===== src/rtl/gpio_bank_pkg.sv =====
package gpio_bank_pkg;

  // Pins served by one bank; equals the bus data width.
  localparam int unsigned BANK_PINS = 32;
  localparam int unsigned OFF_W     = 3;

  typedef enum logic [OFF_W-1:0] {
    OFF_LEVEL = 3'd0,
    OFF_DIR   = 3'd1,
    OFF_SET   = 3'd2,
    OFF_CLR   = 3'd3,
    OFF_FNLO  = 3'd4,
    OFF_FNHI  = 3'd5
  } regOff_e;

  // Strobes from the decoder into the datapath.
  typedef struct packed {
    logic wrDir;
    logic wrSet;
    logic wrClr;
    logic wrFnLo;
    logic wrFnHi;
    logic rdLevel;
    logic rdDir;
    logic rdFnLo;
    logic rdFnHi;
  } strobes_t;

  // Mask with the lowest n bits set.
  function automatic logic [BANK_PINS-1:0] pinMask(int unsigned n);
    logic [BANK_PINS-1:0] m;
    for (int i = 0; i < BANK_PINS; i++) begin
      m[i] = (i < n);
    end
    return m;
  endfunction

  // Widen a per-pin mask to a per-field mask (2 bits per pin).
  function automatic logic [2*BANK_PINS-1:0] fieldMask(logic [BANK_PINS-1:0] m);
    logic [2*BANK_PINS-1:0] f;
    for (int i = 0; i < BANK_PINS; i++) begin
      f[2*i]   = m[i];
      f[2*i+1] = m[i];
    end
    return f;
  endfunction

endpackage


===== src/rtl/gpio_bank_ctrl.sv =====
module gpio_bank_ctrl
  import gpio_bank_pkg::*;
#(
  parameter int unsigned NUM_BANKS = 4,
  parameter int unsigned ADDR_W    = 5,
  parameter int unsigned BANK_W    = 2
) (
  input  logic [ADDR_W-1:0] busAddr,
  input  logic              busWrEn,
  output strobes_t          stb,
  output logic [BANK_W-1:0] bankIdx
);

  localparam int unsigned FIELD_W = ADDR_W - OFF_W;
  localparam logic [FIELD_W-1:0] LAST_BANK = FIELD_W'(NUM_BANKS - 1);

  logic [FIELD_W-1:0] bankField;
  regOff_e            regOff;
  logic               bankHit;
  logic               wrHit;

  assign bankField = busAddr[ADDR_W-1:OFF_W];
  assign regOff    = regOff_e'(busAddr[OFF_W-1:0]);
  assign bankHit   = (bankField <= LAST_BANK);
  assign bankIdx   = bankField[BANK_W-1:0];
  assign wrHit     = busWrEn && bankHit;

  always_comb begin
    stb         = '0;
    stb.wrDir   = wrHit && (regOff == OFF_DIR);
    stb.wrSet   = wrHit && (regOff == OFF_SET);
    stb.wrClr   = wrHit && (regOff == OFF_CLR);
    stb.wrFnLo  = wrHit && (regOff == OFF_FNLO);
    stb.wrFnHi  = wrHit && (regOff == OFF_FNHI);
    stb.rdLevel = bankHit && (regOff == OFF_LEVEL);
    stb.rdDir   = bankHit && (regOff == OFF_DIR);
    stb.rdFnLo  = bankHit && (regOff == OFF_FNLO);
    stb.rdFnHi  = bankHit && (regOff == OFF_FNHI);
  end

endmodule


===== src/rtl/gpio_bank_datapath.sv =====
module gpio_bank_datapath
  import gpio_bank_pkg::*;
#(
  parameter int unsigned NUM_BANKS      = 4,
  parameter int unsigned LAST_BANK_PINS = 21,
  parameter int unsigned BANK_W         = 2,
  localparam int unsigned NPINS         = NUM_BANKS * BANK_PINS
) (
  input  logic                  clk,
  input  logic                  rstN,
  input  strobes_t              stb,
  input  logic [BANK_W-1:0]     bankIdx,
  input  logic [BANK_PINS-1:0]  wrData,
  input  logic [NPINS-1:0]      padIn,
  output logic [NPINS-1:0]      padOut,
  output logic [NPINS-1:0]      padOe,
  output logic [2*NPINS-1:0]    padFunc,
  output logic [BANK_PINS-1:0]  rdData
);

  // Two-flop synchronizer for the pad levels.
  logic [NPINS-1:0] syncA;
  logic [NPINS-1:0] syncB;

  always_ff @(posedge clk or negedge rstN) begin
    if (!rstN) begin
      syncA <= '0;
      syncB <= '0;
    end else begin
      syncA <= padIn;
      syncB <= syncA;
    end
  end

  logic [NUM_BANKS-1:0][BANK_PINS-1:0] bankRd;

  for (genvar b = 0; b < NUM_BANKS; b++) begin : g_bank
    localparam int unsigned IMPL =
      (b == NUM_BANKS - 1) ? LAST_BANK_PINS : BANK_PINS;
    localparam logic [BANK_PINS-1:0]   PMASK = pinMask(IMPL);
    localparam logic [2*BANK_PINS-1:0] FMASK = fieldMask(PMASK);

    logic                   sel;
    logic [BANK_PINS-1:0]   dirQ;
    logic [BANK_PINS-1:0]   outQ;
    logic [2*BANK_PINS-1:0] fnQ;
    logic [BANK_PINS-1:0]   rdWord;

    assign sel = (bankIdx == BANK_W'(b));

    always_ff @(posedge clk or negedge rstN) begin
      if (!rstN) begin
        dirQ <= '0;
        outQ <= '0;
        fnQ  <= '0;
      end else begin
        if (sel && stb.wrDir) begin
          dirQ <= wrData & PMASK;
        end
        if (sel && stb.wrSet) begin
          outQ <= outQ | (wrData & PMASK);
        end else if (sel && stb.wrClr) begin
          outQ <= outQ & ~(wrData & PMASK);
        end
        if (sel && stb.wrFnLo) begin
          fnQ[BANK_PINS-1:0] <= wrData & FMASK[BANK_PINS-1:0];
        end
        if (sel && stb.wrFnHi) begin
          fnQ[2*BANK_PINS-1:BANK_PINS] <= wrData & FMASK[2*BANK_PINS-1:BANK_PINS];
        end
      end
    end

    // The latch drives the pad even while the pin is an input.
    assign padOut[b*BANK_PINS +: BANK_PINS]      = outQ;
    assign padOe[b*BANK_PINS +: BANK_PINS]       = dirQ;
    assign padFunc[2*b*BANK_PINS +: 2*BANK_PINS] = fnQ;

    always_comb begin
      rdWord = '0;
      if (sel) begin
        if (stb.rdLevel) rdWord = syncB[b*BANK_PINS +: BANK_PINS] & PMASK;
        if (stb.rdDir)   rdWord = dirQ;
        if (stb.rdFnLo)  rdWord = fnQ[BANK_PINS-1:0];
        if (stb.rdFnHi)  rdWord = fnQ[2*BANK_PINS-1:BANK_PINS];
      end
    end

    assign bankRd[b] = rdWord;
  end

  logic [BANK_PINS-1:0] rdNext;

  always_comb begin
    rdNext = '0;
    for (int b = 0; b < NUM_BANKS; b++) begin
      rdNext = rdNext | bankRd[b];
    end
  end

  always_ff @(posedge clk or negedge rstN) begin
    if (!rstN) begin
      rdData <= '0;
    end else begin
      rdData <= rdNext;
    end
  end

endmodule


===== src/rtl/gpio_bank_top.sv =====
module gpio_bank_top
  import gpio_bank_pkg::*;
#(
  parameter int unsigned NUM_BANKS      = 4,
  parameter int unsigned LAST_BANK_PINS = 21,
  parameter int unsigned ADDR_W         = 5,
  localparam int unsigned NPINS         = NUM_BANKS * BANK_PINS
) (
  input  logic                 clk,
  input  logic                 rstN,
  input  logic [ADDR_W-1:0]    busAddr,
  input  logic                 busWrEn,
  input  logic [BANK_PINS-1:0] busWrData,
  output logic [BANK_PINS-1:0] busRdData,
  input  logic [NPINS-1:0]     padIn,
  output logic [NPINS-1:0]     padOut,
  output logic [NPINS-1:0]     padOe,
  output logic [2*NPINS-1:0]   padFunc
);

  localparam int unsigned BANK_W = (NUM_BANKS > 1) ? $clog2(NUM_BANKS) : 1;

  strobes_t          stb;
  logic [BANK_W-1:0] bankIdx;

  gpio_bank_ctrl #(
    .NUM_BANKS (NUM_BANKS),
    .ADDR_W    (ADDR_W),
    .BANK_W    (BANK_W)
  ) u_ctrl (
    .busAddr (busAddr),
    .busWrEn (busWrEn),
    .stb     (stb),
    .bankIdx (bankIdx)
  );

  gpio_bank_datapath #(
    .NUM_BANKS      (NUM_BANKS),
    .LAST_BANK_PINS (LAST_BANK_PINS),
    .BANK_W         (BANK_W)
  ) u_dp (
    .clk     (clk),
    .rstN    (rstN),
    .stb     (stb),
    .bankIdx (bankIdx),
    .wrData  (busWrData),
    .padIn   (padIn),
    .padOut  (padOut),
    .padOe   (padOe),
    .padFunc (padFunc),
    .rdData  (busRdData)
  );

endmodule


===== config.mk =====
export PLATFORM = sky130hd
export DESIGN_NAME = gpio_bank_top
export DESIGN_NICKNAME = d
export VERILOG_FILES = /design/src/rtl/gpio_bank_pkg.sv /design/src/rtl/gpio_bank_ctrl.sv /design/src/rtl/gpio_bank_datapath.sv /design/src/rtl/gpio_bank_top.sv
export SDC_FILE = /design/constraint.sdc
export NUM_CORES = 1
export LEC_CHECK = 0
export CAP_MARGIN = 5
export CORE_AREA = 2 2 278 280
export DETAILED_ROUTE_END_ITERATION = 6
export DIE_AREA = 0 0 280 282
export DONT_BUFFER_PORTS = 1
export SETUP_SLACK_MARGIN = 0.15
export SKIP_CTS_REPAIR_TIMING = 1
export SYNTH_ARGS = -nofsm -noshare
export SYNTH_HDL_FRONTEND = slang
export SYNTH_SLANG_ARGS = --single-unit

===== constraint.sdc =====
create_clock -name clk -period 2.7 [get_ports clk]
set_input_delay 0.405 -clock clk [delete_from_list [all_inputs] [get_ports clk]]
set_output_delay 0.405 -clock clk [all_outputs]
set_load 0.02 [all_outputs]

==> results of run 1 <==
==> kinds of logic after synthesis <==
logic type      Yosys count
buf+inv                 321
flops                   734
compound gates          253
mux                     554
other cells               1
simple gates            259
==> critical path: cells and delay by family (launching register included) <==
kind / cells / cell delay, ns
mux: 1 / 0.32
buf+inv: 1 / 0.18
flops: 1 / 0.50
simple gates: 2 / 0.47
compound gates: 1 / 0.13
==> power by group <==
part | internal (W) | leakage, nW | total, W | switching [W]
Combinational | 0.00145 | 6.12 | 0.00262 | 0.00117
Sequential | 0.0126 | 8.86 | 0.0162 | 0.00364
Clock | 0.00616 | 1.27 | 0.0107 | 0.00458
Total | 0.0202 | 16.2 | 0.0296 | 0.00938
==> Yosys cell counts (11+ instances only) <==
library cell / number
buf_4: 50
mux2_2: 405
buf_2: 78
mux4_2: 11
mux2i_1: 138
dfrtp_1: 734
nor2_1: 58
clkbuf_1: 72
inv_1: 117
o21ai_0: 51
o221a_2: 11
a211o_1: 11
o2111ai_1: 11
a21oi_1: 11
nor2b_1: 34
a21o_1: 11
nand2_1: 127
a211oi_1: 20
o221ai_1: 53
o22ai_1: 42
==> how the worst max path moves through the flow <==
stage / from / to / slack [ns] / cells past startpoint
final: u_dp.g_bank[3].dirQ[5]$_DFFE_PN0P_ / u_dp.rdData[5]$_DFF_PN0_ / 0.94 / 5
after global routing: u_dp.g_bank[3].dirQ[5]$_DFFE_PN0P_ / u_dp.rdData[5]$_DFF_PN0_ / 0.88 / 5
after CTS: u_dp.g_bank[3].dirQ[5]$_DFFE_PN0P_ / u_dp.rdData[5]$_DFF_PN0_ / 0.91 / 5
after detailed placement: busAddr[1] / u_dp.rdData[8]$_DFF_PN0_ / 0.47 / 5
after global placement: busAddr[1] / u_dp.rdData[8]$_DFF_PN0_ / 0.46 / 5
after floorplan: busAddr[0] / u_dp.rdData[23]$_DFF_PN0_ / 0.80 / 6
==> per-stage QoR <==
step	setup WS (ns)	cells	power, W
3_5_place_dp	0.465	2989	0.0186
6_report	0.937	3285	0.0296
4_1_cts	0.909	3125	0.0293
5_1_grt	0.881	3279	0.0306
2_1_floorplan	0.801	2165	0.0174
3_3_place_gp	0.463	2989	0.0184
==> layout make-up <==
class,count,area share
repair buffers,203,0.0618
flip-flops and latches,734,0.536
inverters,117,0.0128
well taps,978,0.0357
multi-input cells,1110,0.277
diodes,7,0.000511
clock buffers,114,0.0683
clock inverters,22,0.00727
==> per-layer routing <==
layer,routed length [µm],global-route usage
met5,27,0
met4,3190,0.0861
met3,10700,0.0952
met2,47900,0.384
met1,40100,0.309
==> summary.md, run 1 <==
| Metric | Value |
|---|---|
| Floorplan Core Area | 75700 µm² |
| Antenna violations before repair | 14 |
| Clk_skew | 0.0408 ns |
| Parity-gate share of the synthesized area counting xor and xnor cells | 0 |
| Cell area after synthesis | 29100 µm² |
| Max IR drop VDD | 544 µV |
| Portion of synthesized cell area occupied by the leading cell type | 0.631 |
| Number of hold violations in the final report | 734 |
| Total area of multi-input combinational cells | 9500 µm² |
| Violations in the final reports | negative hold slack, max-slew violations |
| Global-route wire length before repair | roughly 140 mm |
| Reg2Reg Depth | 5 |
| Remaining number of nets flagged by the antenna check after routing | 0 |
| Combinational family with the most area after synthesis | multiplexers |
| Multiplexer share of the synthesized area | 0.213 |
| I/O pin count | 712 |
| Setup-failing EPs final | 0 |
| Setup repair after global routing missed its margin | false |
| Post-Place Cell Area | 30000 µm² |
| Synth area leader | dfrtp_1 |
| Seq. cell area | 18400 µm² |
| Number of enable-type register cells in the synthesized netlist | 0 |
| Net total in the final layout | around 2400 |
| Effective utilization at floorplan | 0.385 |
| Cells after Synth | about 2100 |
| Clock insertion delay at the later pin of the skew report | around 0.64 ns |
| Startpoint of the worst register-to-register path | u_dp.g_bank[3].dirQ[5]$_DFFE_PN0P_ |
| Final non-filler cell area | 34300 µm² |
| Maximum buffer depth of the clock tree | 3 |
| WL final | 102 mm |
| Area Growth Syn to Fin | 17.6% |
| Relative slew slack | -0.422 |
| Final clock period utilization by the worst path | 0.653 |
| Most common cell after layout, fill and taps aside | dfrtp_1 |
| Pin count of the biggest net entering global routing | between 700 and 800 |
| Adder-Cell Fraction of Synth Area | 0 |
| Number of input and output port buffers inserted | 0 |
| Crit path kind | reg -> reg |
| Crit-path cells | mux2_2 -> o22ai_1 -> nor2_1 -> buf_4 -> or3_1 |
| Max-cap violations | 0 |
| Post-Route Setup TNS | 0 ns |
| Total number of vias | 18400 |
| Maximum clock rate | 567 MHz |
| Flip-flop and latch count after synthesis | 734 |
| Congestion Overflow GR | 0 |
| Simple-Gate Fraction of Synth Area | 0.0406 |
| Via count of the first global-routing pass | approximately 18000 |
| Number of fillers in the final layout | 6744 |
| Area enclosed by the die boundary | 79000 µm² |
| Fraction of layout cells with a size suffix above 1 | 0.275 |
| Number of vias per cell | 5.61 |
| Pins Over Slew Limit | 437 |
| Worst Setup End Kind | flip-flop |
| Cell variety after synth | 40 |
| DRC Markers | 0 |
| Leading cell types in the layout, fill and taps excluded | dfrtp_1 (734), mux2_2 (405), dlygate4sd3_1 (144) |
| Site row count | 101 |
| Endpoint of the worst register-to-register path | u_dp.rdData[5]$_DFF_PN0_ |
| Startpoint kind of the worst setup timing path | flip-flop |
| Gpl congestion | approximately 0.93 |
| TritonCTS clock tree | done |
| Actual slew at the worst max-slew pin | about 2.1 ns |
| Min Tclk post-route | 1.76 ns |
| Initial drt markers | 1495 |
| TritonCTS buffer count | ~80 |
| Leakage power | 16.2 nW |
| Run status | finished, violations left |
| Synth Area in Compound Gates | 0.0645 |
| Total of warnings raised by yosys | 0 |
| Setup slack, reg-to-reg | roughly 0.94 ns |
| Dominant cells by area after synthesis | dfrtp_1 (63%), mux2_2 (16%), mux2i_1 (4.7%) |
| TritonCTS sink count | approximately 730 |
| TritonRoute pass-1 iters | 5 |
| All-Layer GR Usage | 0.245 |
| Worst-path fanout max | 3 |
| Root buffer cell | clkbuf_16 |
| Die width | 280 µm |
| Total power divided by cell area | 863 nW/µm² |
| Wire length per cell | 31.1 µm |
| Clock-pin slew of the registers on the worst-case setup and hold paths | 0.06 ns |
| Die Y | 282 µm |
| Fin Hold WS | -0.520 ns |
| Type of the most critical hold path | in -> async |
| Synth async-reset ratio | 1.00 |
| Depth of the CTS H-tree | 3 |
| Mean instance size in the synthesized netlist | 13.7 µm² |
| Most instantiated flip-flop cell in the synthesis netlist | dfrtp_1 |
| Slowest stage cell on the critical path | dfrtp_1 |
| Endpoint arrival time on the critical path | 2.25 ns |
| Req. time, crit path | 3.19 ns |
| Final cell utilization of the core | 0.452 |
| Seq/Total Area, Yosys | 0.631 |
| Final HPWL from detailed placement | slightly below 70 mm |
| CP max stage delay | approximately 0.50 ns |
Note: power is estimated with default switching activity, not from simulation.
==> inputs of run 2 (changes only) <==
ABC_AREA = 1   (was unset)
CORE_AREA = 2 2 277 279   (was 2 2 278 280)
DIE_AREA = 0 0 279 281   (was 0 0 280 282)
clock period = 1.5 ns   (was 2.7 ns; I/O delays follow)
==> summary.md, run 2 <==
| Metric | Value |
|---|---|
| Run status | finished, violations left |
| Violations in the final reports | negative hold slack |
| CP max stage delay | approximately 1.4 ns |
| TritonCTS clock tree | done |
| Die width | 279 µm |
| Gpl congestion | 0.899 |
| Portion of total power attributed to sequential cells | 0.494 |
| All-Layer GR Usage | 0.269 |
| Source of the critical timing path | busAddr[0] |
| Site row count | a little over 100 |
| Net switching component of the power | 0.0187 W |
| Startpoint of the worst register-to-register path | u_dp.g_bank[0].fnQ[7]$_DFFE_PN0P_ |
| Sw Share | 0.322 |
| I/O pin count | 712 |
| Count of buffer and inverter cells on the critical path | 1 |
| Area enclosed by the die boundary | 78400 µm² |
| Pwr Total | 0.0580 W |
| Adder-Cell Fraction of Synth Area | 0 |
| Cells after Synth | 3069 |
| Synth Area in Compound Gates | 0.123 |
| WL final | 111 mm |
| Parity-gate share of the synthesized area counting xor and xnor cells | 0 |
| Type of the most critical hold path | in -> async |
| Setup-failing EPs final | 0 |
| Number of vias per cell | 5.38 |
| Fraction of layout cells with a size suffix above 1 | 0.230 |
| Instance count on the critical path | 2 |
| Leakage power | 17.0 nW |
| Simple-Gate Fraction of Synth Area | 0.186 |
| Maximum clock rate | 703 MHz |
| Crit path kind | in -> reg |
| TritonCTS buffer count | 81 |
| Most common cell after layout, fill and taps aside | nand2_1 |
| Via count of the first global-routing pass | 22200 |
| Clk_skew | 0.0290 ns |
| Slowest stage cell on the critical path | dlygate4sd3_1 |
| Setup repair after global routing missed its margin | true |
| Synth area leader | dfrtp_1 |
| Net total in the final layout | 3541 |
| Fin Hold WS | -0.703 ns |
| TritonRoute pass-1 iters | 6 |
| Flip-flop and latch count after synthesis | 734 |
| Final cell utilization of the core | 0.493 |
| Total number of vias | 23800 |
| Mean instance size in the synthesized netlist | 9.39 µm² |
| Total power divided by cell area | 1560 nW/µm² |
| Floorplan Core Area | approximately 75000 µm² |
| Antenna violations before repair | 5 |
| Global-route wire length before repair | 155 mm |
| Leading cell types in the layout, fill and taps excluded | nand2_1 (526), o21ai_0 (450), dfrtp_1 (423) |
| Most used standard cell by instance count after synthesis | dfrtp_1 |
| Number of enable-type register cells in the synthesized netlist | 0 |
| Pin count of the biggest net entering global routing | 735 |
| Setup slack, reg-to-reg | 0.16 ns |
| Max-cap violations | 0 |
| Remaining number of nets flagged by the antenna check after routing | 0 |
| Area Growth Syn to Fin | 29.2% |
| Clock insertion delay at the later pin of the skew report | 0.63 ns |
| Endpoint of the worst register-to-register path | u_dp.rdData[7]$_DFF_PN0_ |
| Number of hold violations in the final report | 210 |
| Cell area after synthesis | 28800 µm² |
| TritonCTS sink count | 734 |
| Pins Over Slew Limit | 0 |
| Worst Setup End Kind | flip-flop |
| Combinational power share | 0.138 |
| Depth of the CTS H-tree | 3 |
| Dominant cells by area after synthesis | dfrtp_1 (64%), o21ai_0 (9.6%), nand2_1 (7.0%) |
| Clock power share | 0.369 |
| Max IR drop VDD | 1170 µV |
| Actual slew at the worst max-slew pin | 1.24 ns |
| Die Y | 281 µm |
| Commonest cells in the synthesized netlist | dfrtp_1 (734), o21ai_0 (550), nand2_1 (537) |
| Clock-pin slew of the registers on the worst-case setup and hold paths | ~0.060 ns |
| Synth async-reset ratio | 1.00 |
| Min Tclk post-route | between 1 and 1.5 ns |
| Endpoint arrival time on the critical path | 1.85 ns |
| Total of warnings raised by yosys | 0 |
| Combinational family with the most area after synthesis | simple AND/OR/NAND/NOR gates |
| Power Internal | around 0.04 W |
| Req. time, crit path | 1.92 ns |
| Startpoint kind of the worst setup timing path | input port |
| Seq/Total Area, Yosys | 0.637 |
| Final clock period utilization by the worst path | 0.948 |
| Wire length per cell | 25.1 µm |
| Congestion Overflow GR | 0 |
| Final HPWL from detailed placement | 73.0 mm |
| Effective utilization at floorplan | 0.382 |
| Crit-path cells | dlygate4sd3_1 -> a31oi_1 |
| DRC Markers | 0 |
| Cell variety after synth | 23 |
| CP delay by family, top | buffers and inverters |
| Initial drt markers | 2445 |
| Reg2Reg Depth | 8 |
| Maximum buffer depth of the clock tree | 3 |
| Relative slew slack | 0.169 |
| Most instantiated flip-flop cell in the synthesis netlist | dfrtp_1 |
| Root buffer cell | clkbuf_16 |
| Portion of synthesized cell area occupied by the leading cell type | 0.637 |
| Number of input and output port buffers inserted | 0 |
| Multiplexer share of the synthesized area | 0 |
| Worst-path fanout max | 19 |
run 2: cell types whose count changed after synthesis, sizes merged, moves of 83 or more:
cell	previous run	this run
o21ai	51	564
nand2	127	540
mux2	405	0
nor2	59	405
nand3	1	321
mux2i	138	0
a21oi	11	117
clkbuf	72	155
run 2: cells by family (layout without fill, tap and decap cells):
group | count (synthesis) | after routing
other | 1 | 46
AO/OA/AOI/OAI | 702 | 702
flip-flops | 734 | 734
buffers and inverters | 343 | 665
AND/OR/NAND/NOR | 1289 | 1289
run 2: area by class of cell:
class / instances / area (µm²)
Antenna cell: 2 / 5.00
Timing Repair Buffer: 455 / 4930
Sequential cell: 734 / 18800
Fill cell: 6885 / 38200
Clock inverter: 36 / 538
Multi-Input combinational cell: 2035 / 9170
Inverter: 66 / 258
Tap cell: 978 / 1220
Clock buffer: 108 / 2340
run 2: worst min-delay path by stage:
stage                     cells after the start                    endpoint  slack, ns
after global placement                        0   u_dp.syncA[108]$_DFF_PN0_      -0.05
final                                         0  asynchronous set/reset pin      -0.70
after global routing                          0   u_dp.syncA[106]$_DFF_PN0_      -0.74
after detailed placement                      0   u_dp.syncA[108]$_DFF_PN0_      -0.06
after CTS                                     0   u_dp.syncA[108]$_DFF_PN0_      -0.73
after floorplan                               0  asynchronous set/reset pin      -0.07
run 2: metal layers:
| metal | vias up | GRT usage | wire length, µm | share of wire |
|---|---|---|---|---|
| met4 | 4 | 0.113 | 4670 | 0.042 |
| li1 | 10700 | - | - | - |
| met2 | 1146 | 0.439 | 53200 | 0.48 |
| met3 | 233 | 0.0735 | 9790 | 0.089 |
| met5 | - | 0 | 27 | 0.00024 |
| met1 | 11700 | 0.336 | 42900 | 0.39 |
run 2: power groups by stage:
stage	sequential [W]	clock, W	combinational (W)
final	0.0287	0.0214	0.00798
after global routing	0.0289	0.0225	0.00882
after CTS	0.0282	0.0217	0.00647
after detailed placement	0.0285	0	0.00646
after global placement	0.0284	0	0.00626
after floorplan	0.0280	0	0.00331
run 2: metrics by stage:
stage / area, µm² / worst slack, ns / std cells / TNS (ns)
CTS: 34500 / -0.0199 / 4222 / -0.0199
global route: 37200 / 0.0546 / 4414 / 0
detailed placement: 31700 / -0.280 / 4078 / -4.90
floorplan: 29200 / 0.141 / 3112 / 0
global placement: 31700 / -0.244 / 4078 / -2.46
finish: 37200 / 0.0780 / 4414 / 0
